$ cat src/rtl/txb_pkg.sv
package txb_pkg;

   localparam int unsigned TXB_DEF_DATA_W = 8;
   localparam int unsigned TXB_DEF_TMR_W  = 8;
   localparam int unsigned TXB_DEF_PRE_LO = 16;
   localparam int unsigned TXB_DEF_PRE_HI = 64;

   // number of line bits in a frame: start + data + optional ninth + stop
   function automatic int unsigned txb_frame_bits(input int unsigned data_w, input logic nine);
      return data_w + 2 + (nine ? 1 : 0);
   endfunction

endpackage

$ cat src/rtl/txb_period_timer.sv
module txb_period_timer #(
   parameter int unsigned TMR_W = 8
) (
   input  logic             clk,
   input  logic             rst_n,
   input  logic             run,
   input  logic [TMR_W-1:0] limit,
   output logic             tick
);

   logic [TMR_W-1:0] cnt_q;

   // >= keeps the timer from running past a lowered limit
   assign tick = run && (cnt_q >= limit);

   always_ff @(posedge clk) begin
      if (!rst_n || !run) begin
         cnt_q <= '0;
      end else if (tick) begin
         cnt_q <= '0;
      end else begin
         cnt_q <= cnt_q + 1'b1;
      end
   end

endmodule

$ cat src/rtl/txb_prescaler.sv
module txb_prescaler #(
   parameter int unsigned PRE_LO = 16,
   parameter int unsigned PRE_HI = 64
) (
   input  logic clk,
   input  logic rst_n,
   input  logic run,
   input  logic tick,
   input  logic sel_hi,
   output logic bit_stb
);

   localparam int unsigned PRE_W = (PRE_HI > 1) ? $clog2(PRE_HI) : 1;

   logic [PRE_W-1:0] pc_q;
   logic [PRE_W-1:0] last_val;

   generate
      if (PRE_LO == PRE_HI) begin : g_single
         assign last_val = PRE_W'(PRE_HI - 1);
      end else begin : g_dual
         assign last_val = sel_hi ? PRE_W'(PRE_HI - 1) : PRE_W'(PRE_LO - 1);
      end
   endgenerate

   assign bit_stb = run && tick && (pc_q >= last_val);

   always_ff @(posedge clk) begin
      if (!rst_n || !run) begin
         pc_q <= '0;
      end else if (tick) begin
         if (pc_q >= last_val) begin
            pc_q <= '0;
         end else begin
            pc_q <= pc_q + 1'b1;
         end
      end
   end

endmodule

$ cat src/rtl/txb_hold_buf.sv
module txb_hold_buf #(
   parameter int unsigned W = 10
) (
   input  logic         clk,
   input  logic         rst_n,
   input  logic         en,
   input  logic         wr,
   input  logic [W-1:0] wdata,
   input  logic         take,
   output logic         full,
   output logic [W-1:0] rdata
);

   logic         full_q;
   logic [W-1:0] word_q;
   logic         accept;

   assign accept = en && wr && !full_q;
   assign full   = full_q;
   assign rdata  = word_q;

   always_ff @(posedge clk) begin
      if (!rst_n || !en) begin
         full_q <= 1'b0;
      end else if (accept) begin
         full_q <= 1'b1;
      end else if (take) begin
         full_q <= 1'b0;
      end
   end

   always_ff @(posedge clk) begin
      if (!rst_n) begin
         word_q <= '0;
      end else if (accept) begin
         word_q <= wdata;
      end
   end

endmodule

$ cat src/rtl/txb_shifter.sv
module txb_shifter #(
   parameter int unsigned DATA_W = 8
) (
   input  logic              clk,
   input  logic              rst_n,
   input  logic              en,
   input  logic              hold_full,
   input  logic              hold_nine,
   input  logic              hold_ext,
   input  logic [DATA_W-1:0] hold_data,
   input  logic              bit_stb,
   output logic              take,
   output logic              busy,
   output logic              line
);

   localparam int unsigned FRAME_W = DATA_W + 3;
   localparam int unsigned CNT_W   = $clog2(FRAME_W + 1);

   logic               busy_q;
   logic [FRAME_W-1:0] frame_q;
   logic [CNT_W-1:0]   left_q;
   logic               last_bit_end;

   assign last_bit_end = busy_q && bit_stb && (left_q == CNT_W'(1));
   // load from idle, or right at the end of a stop bit
   assign take = en && hold_full && (!busy_q || last_bit_end);
   assign busy = busy_q;
   assign line = !en || !busy_q || frame_q[0];

   always_ff @(posedge clk) begin
      if (!rst_n || !en) begin
         busy_q  <= 1'b0;
         left_q  <= '0;
         frame_q <= '1;
      end else if (take) begin
         busy_q <= 1'b1;
         // a 9-bit slot of 1 in 8-bit mode just lengthens nothing: left_q stops first
         frame_q <= {1'b1, (hold_nine ? hold_ext : 1'b1), hold_data, 1'b0};
         left_q  <= CNT_W'(txb_pkg::txb_frame_bits(DATA_W, hold_nine));
      end else if (busy_q && bit_stb) begin
         frame_q <= {1'b1, frame_q[FRAME_W-1:1]};
         left_q  <= left_q - 1'b1;
         if (left_q == CNT_W'(1)) begin
            busy_q <= 1'b0;
         end
      end
   end

endmodule

$ cat src/rtl/nrz_tx_buffered.sv
module nrz_tx_buffered #(
   parameter int unsigned DATA_W = txb_pkg::TXB_DEF_DATA_W,
   parameter int unsigned TMR_W  = txb_pkg::TXB_DEF_TMR_W,
   parameter int unsigned PRE_LO = txb_pkg::TXB_DEF_PRE_LO,
   parameter int unsigned PRE_HI = txb_pkg::TXB_DEF_PRE_HI
) (
   input  logic              clk,
   input  logic              rst_n,
   input  logic              tx_en,
   input  logic              nine_bit_en,
   input  logic              div64_sel,
   input  logic [TMR_W-1:0]  period_val,
   input  logic              wr_stb,
   input  logic [DATA_W:0]   wr_data,
   output logic              serial_out,
   output logic              hold_empty,
   output logic              shreg_empty
);

   localparam int unsigned HOLD_W = DATA_W + 2;

   generate
      if (DATA_W < 1) begin : g_bad_data
         $error("nrz_tx_buffered: DATA_W must be at least 1");
      end
      if (TMR_W < 1) begin : g_bad_tmr
         $error("nrz_tx_buffered: TMR_W must be at least 1");
      end
      if (PRE_LO < 1 || PRE_HI < PRE_LO) begin : g_bad_pre
         $error("nrz_tx_buffered: need 1 <= PRE_LO <= PRE_HI");
      end
   endgenerate

   logic              tick;
   logic              bit_stb;
   logic              take;
   logic              busy;
   logic              hold_full;
   logic [HOLD_W-1:0] hold_word;
   logic              run;

   assign run = tx_en && busy;

   txb_period_timer #(.TMR_W(TMR_W)) u_timer (
      .clk   (clk),
      .rst_n (rst_n),
      .run   (run),
      .limit (period_val),
      .tick  (tick)
   );

   txb_prescaler #(.PRE_LO(PRE_LO), .PRE_HI(PRE_HI)) u_pre (
      .clk     (clk),
      .rst_n   (rst_n),
      .run     (run),
      .tick    (tick),
      .sel_hi  (div64_sel),
      .bit_stb (bit_stb)
   );

   txb_hold_buf #(.W(HOLD_W)) u_hold (
      .clk   (clk),
      .rst_n (rst_n),
      .en    (tx_en),
      .wr    (wr_stb),
      .wdata ({nine_bit_en, wr_data}),
      .take  (take),
      .full  (hold_full),
      .rdata (hold_word)
   );

   txb_shifter #(.DATA_W(DATA_W)) u_shift (
      .clk       (clk),
      .rst_n     (rst_n),
      .en        (tx_en),
      .hold_full (hold_full),
      .hold_nine (hold_word[HOLD_W-1]),
      .hold_ext  (hold_word[DATA_W]),
      .hold_data (hold_word[DATA_W-1:0]),
      .bit_stb   (bit_stb),
      .take      (take),
      .busy      (busy),
      .line      (serial_out)
   );

   assign hold_empty  = !hold_full;
   assign shreg_empty = !busy;

endmodule

$ cat config.mk
export PLATFORM = sky130hd
export DESIGN_NAME = nrz_tx_buffered
export DESIGN_NICKNAME = d
export VERILOG_FILES = /design/src/rtl/txb_pkg.sv /design/src/rtl/txb_period_timer.sv /design/src/rtl/txb_prescaler.sv /design/src/rtl/txb_hold_buf.sv /design/src/rtl/txb_shifter.sv /design/src/rtl/nrz_tx_buffered.sv
export SDC_FILE = /design/constraint.sdc
export NUM_CORES = 1
export LEC_CHECK = 0
export ABC_AREA = 1
export BUFFER_PORTS_ARGS = -buffer_cell sky130_fd_sc_hd__buf_2
export CORE_MARGIN = 2
export CORE_UTILIZATION = 55
export CTS_BUF_LIST = sky130_fd_sc_hd__clkbuf_8
export DETAILED_ROUTE_END_ITERATION = 12
export PLACE_DENSITY = 0.76
export SLEW_MARGIN = 10
export SYNTH_ARGS = -nofsm -noshare
export SYNTH_HDL_FRONTEND = slang
export SYNTH_HIERARCHICAL = 1
export SYNTH_SLANG_ARGS = --single-unit
$ cat constraint.sdc
create_clock -name clk -period 2.8 [get_ports clk]
set_input_delay 0.14 -clock clk [delete_from_list [all_inputs] [get_ports clk]]
set_output_delay 0.14 -clock clk [all_outputs]
set_load 0.01 [all_outputs]
==> impl_metrics.tcl <==
set metrics [dict create \
    yosys.area.top_type "dfxtp_1" \
    finalMaxSlewViolations 0 \
    tns_ps 0 \
    wirelength_mm 3.89 \
    cts_root_buffer "clkbuf_8" \
    holdPathStages 3 \
    die_w_um 67.9 \
    drt_iter0_markers 113 \
    p_sw_frac 0.235 \
    grt_pass1_vias 1480 \
    ir_drop_mv 0.298 \
    rsz0062_at_grt "false" \
    hold_viol_final 0 \
    arrival_ps 2790 \
    status "finished, final reports clean" \
    pwr-share-seq 0.577 \
    min_period_ps 2580 \
    post-place-ws_ps 174 \
    yosys.area.top_type_share 0.356 \
    crit_required_ps 3010 \
    drive_gt1_frac 0.160 \
    synth-seq-cells 40 \
    maxCapViolations 0 \
    synth.area.top_cells "dfxtp_1, nand2_1, ha_1" \
    critPathMaxStageDelay_ps 410 \
    hpwl_mm 2.87 \
    ys.flop_type "dfxtp_1" \
    grt_pass1_wl_mm 6.47 \
    critPathBufInv 4 \
    crit_family "simple AND/OR/NAND/NOR gates" \
    syn_area_per_cell_um2 7.12 \
    cts_sinks 40 \
    cp_slowest_cell "dfxtp_1" \
    r2r-end "u_hold/full$_SDFFE_PP0P_" \
    comb_power_share 0.079 \
    rows 23 \
    grt_max_degree 22 \
    diodes 0 \
    fin_crit_sh 0.920 \
    finalSetupViolations 0 \
    reg2reg_depth 19 \
    clk_pin_slew_ps 70 \
    worst_hold_slack_ps 72.2 \
    placed_area_mm2 0.00234 \
    tightest_slew_ps 445 \
    drt_pass1_iterations 4 \
    synth_fp_nets 353 \
    htree_levels 2 \
    max_slew_margin 0.703 \
    syn_inst 316 \
    cts.path.max_buffers 2 \
    final_cell_count_no_fill 388 \
    hold_class "in2reg" \
    final_cell_area_mm2 0.00243 \
    p_total_mw 1.02 \
    synth_most_common_cell "nand2_1" \
    initial_core_util 0.566 \
    io_pins 26 \
    grt_usage 0.186 \
    internal_power_uw 780 \
    worstSetupPathType "reg2reg" \
    die_y_um 67.9 \
    layout-area-overhead-vs-synth_pct 7.90 \
    port-buffer-count 25 \
    dieArea_mm2 0.00462 \
    core-area_mm2 0.00397 \
    ys.warnings.count 6 \
    ant_nets 0 \
    skew_ps 6.86 \
    drc 0 \
    crit_path_end_kind "register" \
    gp_congestion 0.766 \
    p_switching_uw 240 \
    min_to "u_hold/rdata[3]$_SDFFE_PN0P_" \
    cp_max_fo 12 \
    nNetsFinal 375 \
    netlist_top_cells_count "nand2_1, nor2_1, inv_1" \
    max_freq_mhz 388 \
    worstHoldStart "wr_data[3]" \
    leakagePower_nw 1.18 \
    fin_ws_ps 223 \
    start_kind "register" \
    clkLatencyLatePin_ps 290 \
    antenna_found_initial 0 \
    synth_edf_count 0 \
    path_common_cell "nand2_1" \
    post-route-util 0.611 \
    post_drt_wl_per_cell_um 10.0 \
    cts_tree "done" \
    dp_cells 381 \
    cellPowerDensity_mw_per_mm2 420 \
    vias_per_cell 4.64 \
    vias 1799 \
    post-cts-setup-buffer-count 0 \
    seq_area_frac_synth 0.356 \
    gr-total-overflow 0 \
    yosysUniqueCellTypes 30 \
    pwr-share-clk 0.344 \
    netlist_area_mm2 0.00225 \
    rrSetupSlack_ps 220 \
    fill_cells 385 \
    r2r_start "u_timer/cnt_q[3]$_SDFF_PP0_" \
    cts_buffers 5 \
    async_flop_share 0 \
    path_cells "ha_1 -> nand2_1 -> inv_1 -> nand2_1 -> nand2_1 -> nand2_1 -> nand3_1 -> nand2_1 -> inv_1 -> nand2_1 -> nor2_1 -> nand2_1 -> inv_1 -> nand2_1 -> nand2_2 -> nand2_4 -> inv_1 -> or2_2 -> a21oi_1" \
]
-- final cells by class --
cell class	instances	area, um2	area share
clock inverter	2	8.76	0.00361
sequential	40	801	0.330
tap	50	62.6	0.0258
clock buffer	5	68.8	0.0284
timing repair buffer	25	125	0.0516
multi-input combinational	219	1180	0.486
inverter	47	180	0.0743
-- cell families (layout without fill, tap and decap cells) --
family,after synthesis,in the layout,share of synthesized area
AND/OR/NAND/NOR,174,174,0.343
buffers and inverters,57,79,0.121
flip-flops,40,40,0.356
AO/OA/AOI/OAI,20,20,0.0584
adder cells (fa/ha/maj),14,14,0.0779
XOR/XNOR,10,10,0.0390
multiplexers,1,1,0.00445
-- cell usage in the layout, fill, tap and decap left out --
cell and count:
xnor2_1 4, xor2_1 6, a21oi_1 13, a21oi_2 1, buf_2 25, nand4_1 2, nor2_2 2, inv_2 1
o21bai_2 1, ha_1 14, nand3_2 3, inv_1 45, nand2_2 7, clkbuf_8 5, o21ai_1 2, nand4_2 1
nand3_1 13, a21o_1 2, nand3b_1 7, clkinv_2 2, or2_2 1, nand2_4 2, inv_4 1, nand2_1 89
nor2_4 1, mux2i_1 1, nor2_1 46, a31oi_4 1, dfxtp_1 40
-- per-layer routing --
layer | GRT usage | routed length, um | up-vias | part of all wire
li1 | - | - | 1002 | -
met1 | 0.261 | 2000 | 764 | 0.51
met2 | 0.272 | 1720 | 28 | 0.44
met3 | 0.0493 | 117 | 5 | 0.030
met4 | 0.0675 | 51 | 0 | 0.013
met5 | 0 | 0 | - | 0
-- worst max path at each step --
| stage | slack (ps) | startpoint | depth (start not counted) | endpoint |
|---|---|---|---|---|
| final | 220 | u_timer/cnt_q[3]$_SDFF_PP0_ | 19 | u_hold/full$_SDFFE_PP0P_ |
| after global routing | 2 | u_timer/cnt_q[6]$_SDFF_PP0_ | 17 | u_hold/full$_SDFFE_PP0P_ |
| after CTS | 140 | u_timer/cnt_q[3]$_SDFF_PP0_ | 19 | u_hold/full$_SDFFE_PP0P_ |
| after detailed placement | 170 | u_timer/cnt_q[3]$_SDFF_PP0_ | 19 | u_hold/full$_SDFFE_PP0P_ |
| after global placement | 340 | u_timer/cnt_q[3]$_SDFF_PP0_ | 19 | u_hold/full$_SDFFE_PP0P_ |
| after floorplan | 710 | u_timer/cnt_q[3]$_SDFF_PP0_ | 20 | u_hold/full$_SDFFE_PP0P_ |
-- power groups by stage --
stage / sequential, mW / clock (mW) / combinational [mW]
after detailed placement: 0.602 / 0 / 0.0794
after global placement: 0.602 / 0 / 0.0782
final: 0.589 / 0.351 / 0.0801
after CTS: 0.589 / 0.366 / 0.0800
after floorplan: 0.600 / 0 / 0.0575
after global routing: 0.590 / 0.386 / 0.0917
-- worst min-delay path: cells and delay by family --
family | cells | cell delay, ps
simple gates | 2 | 110
buf+inv | 1 | 70
-- registers in the layout, indices dropped and copies added (netlist names) --
name	flops
u_hold/full	1
u_shift/left_q	4
u_hold/rdata	10
u_pre/pc_q	6
u_timer/cnt_q	8
u_shift/frame_q	10
u_shift/busy	1
-- what timing repair did --
action	4_1_cts	5_1_grt
setup endpoints to repair	0	1
resized for setup	0	1
hold buffers	0	0
(Power assumes the default switching activity.)
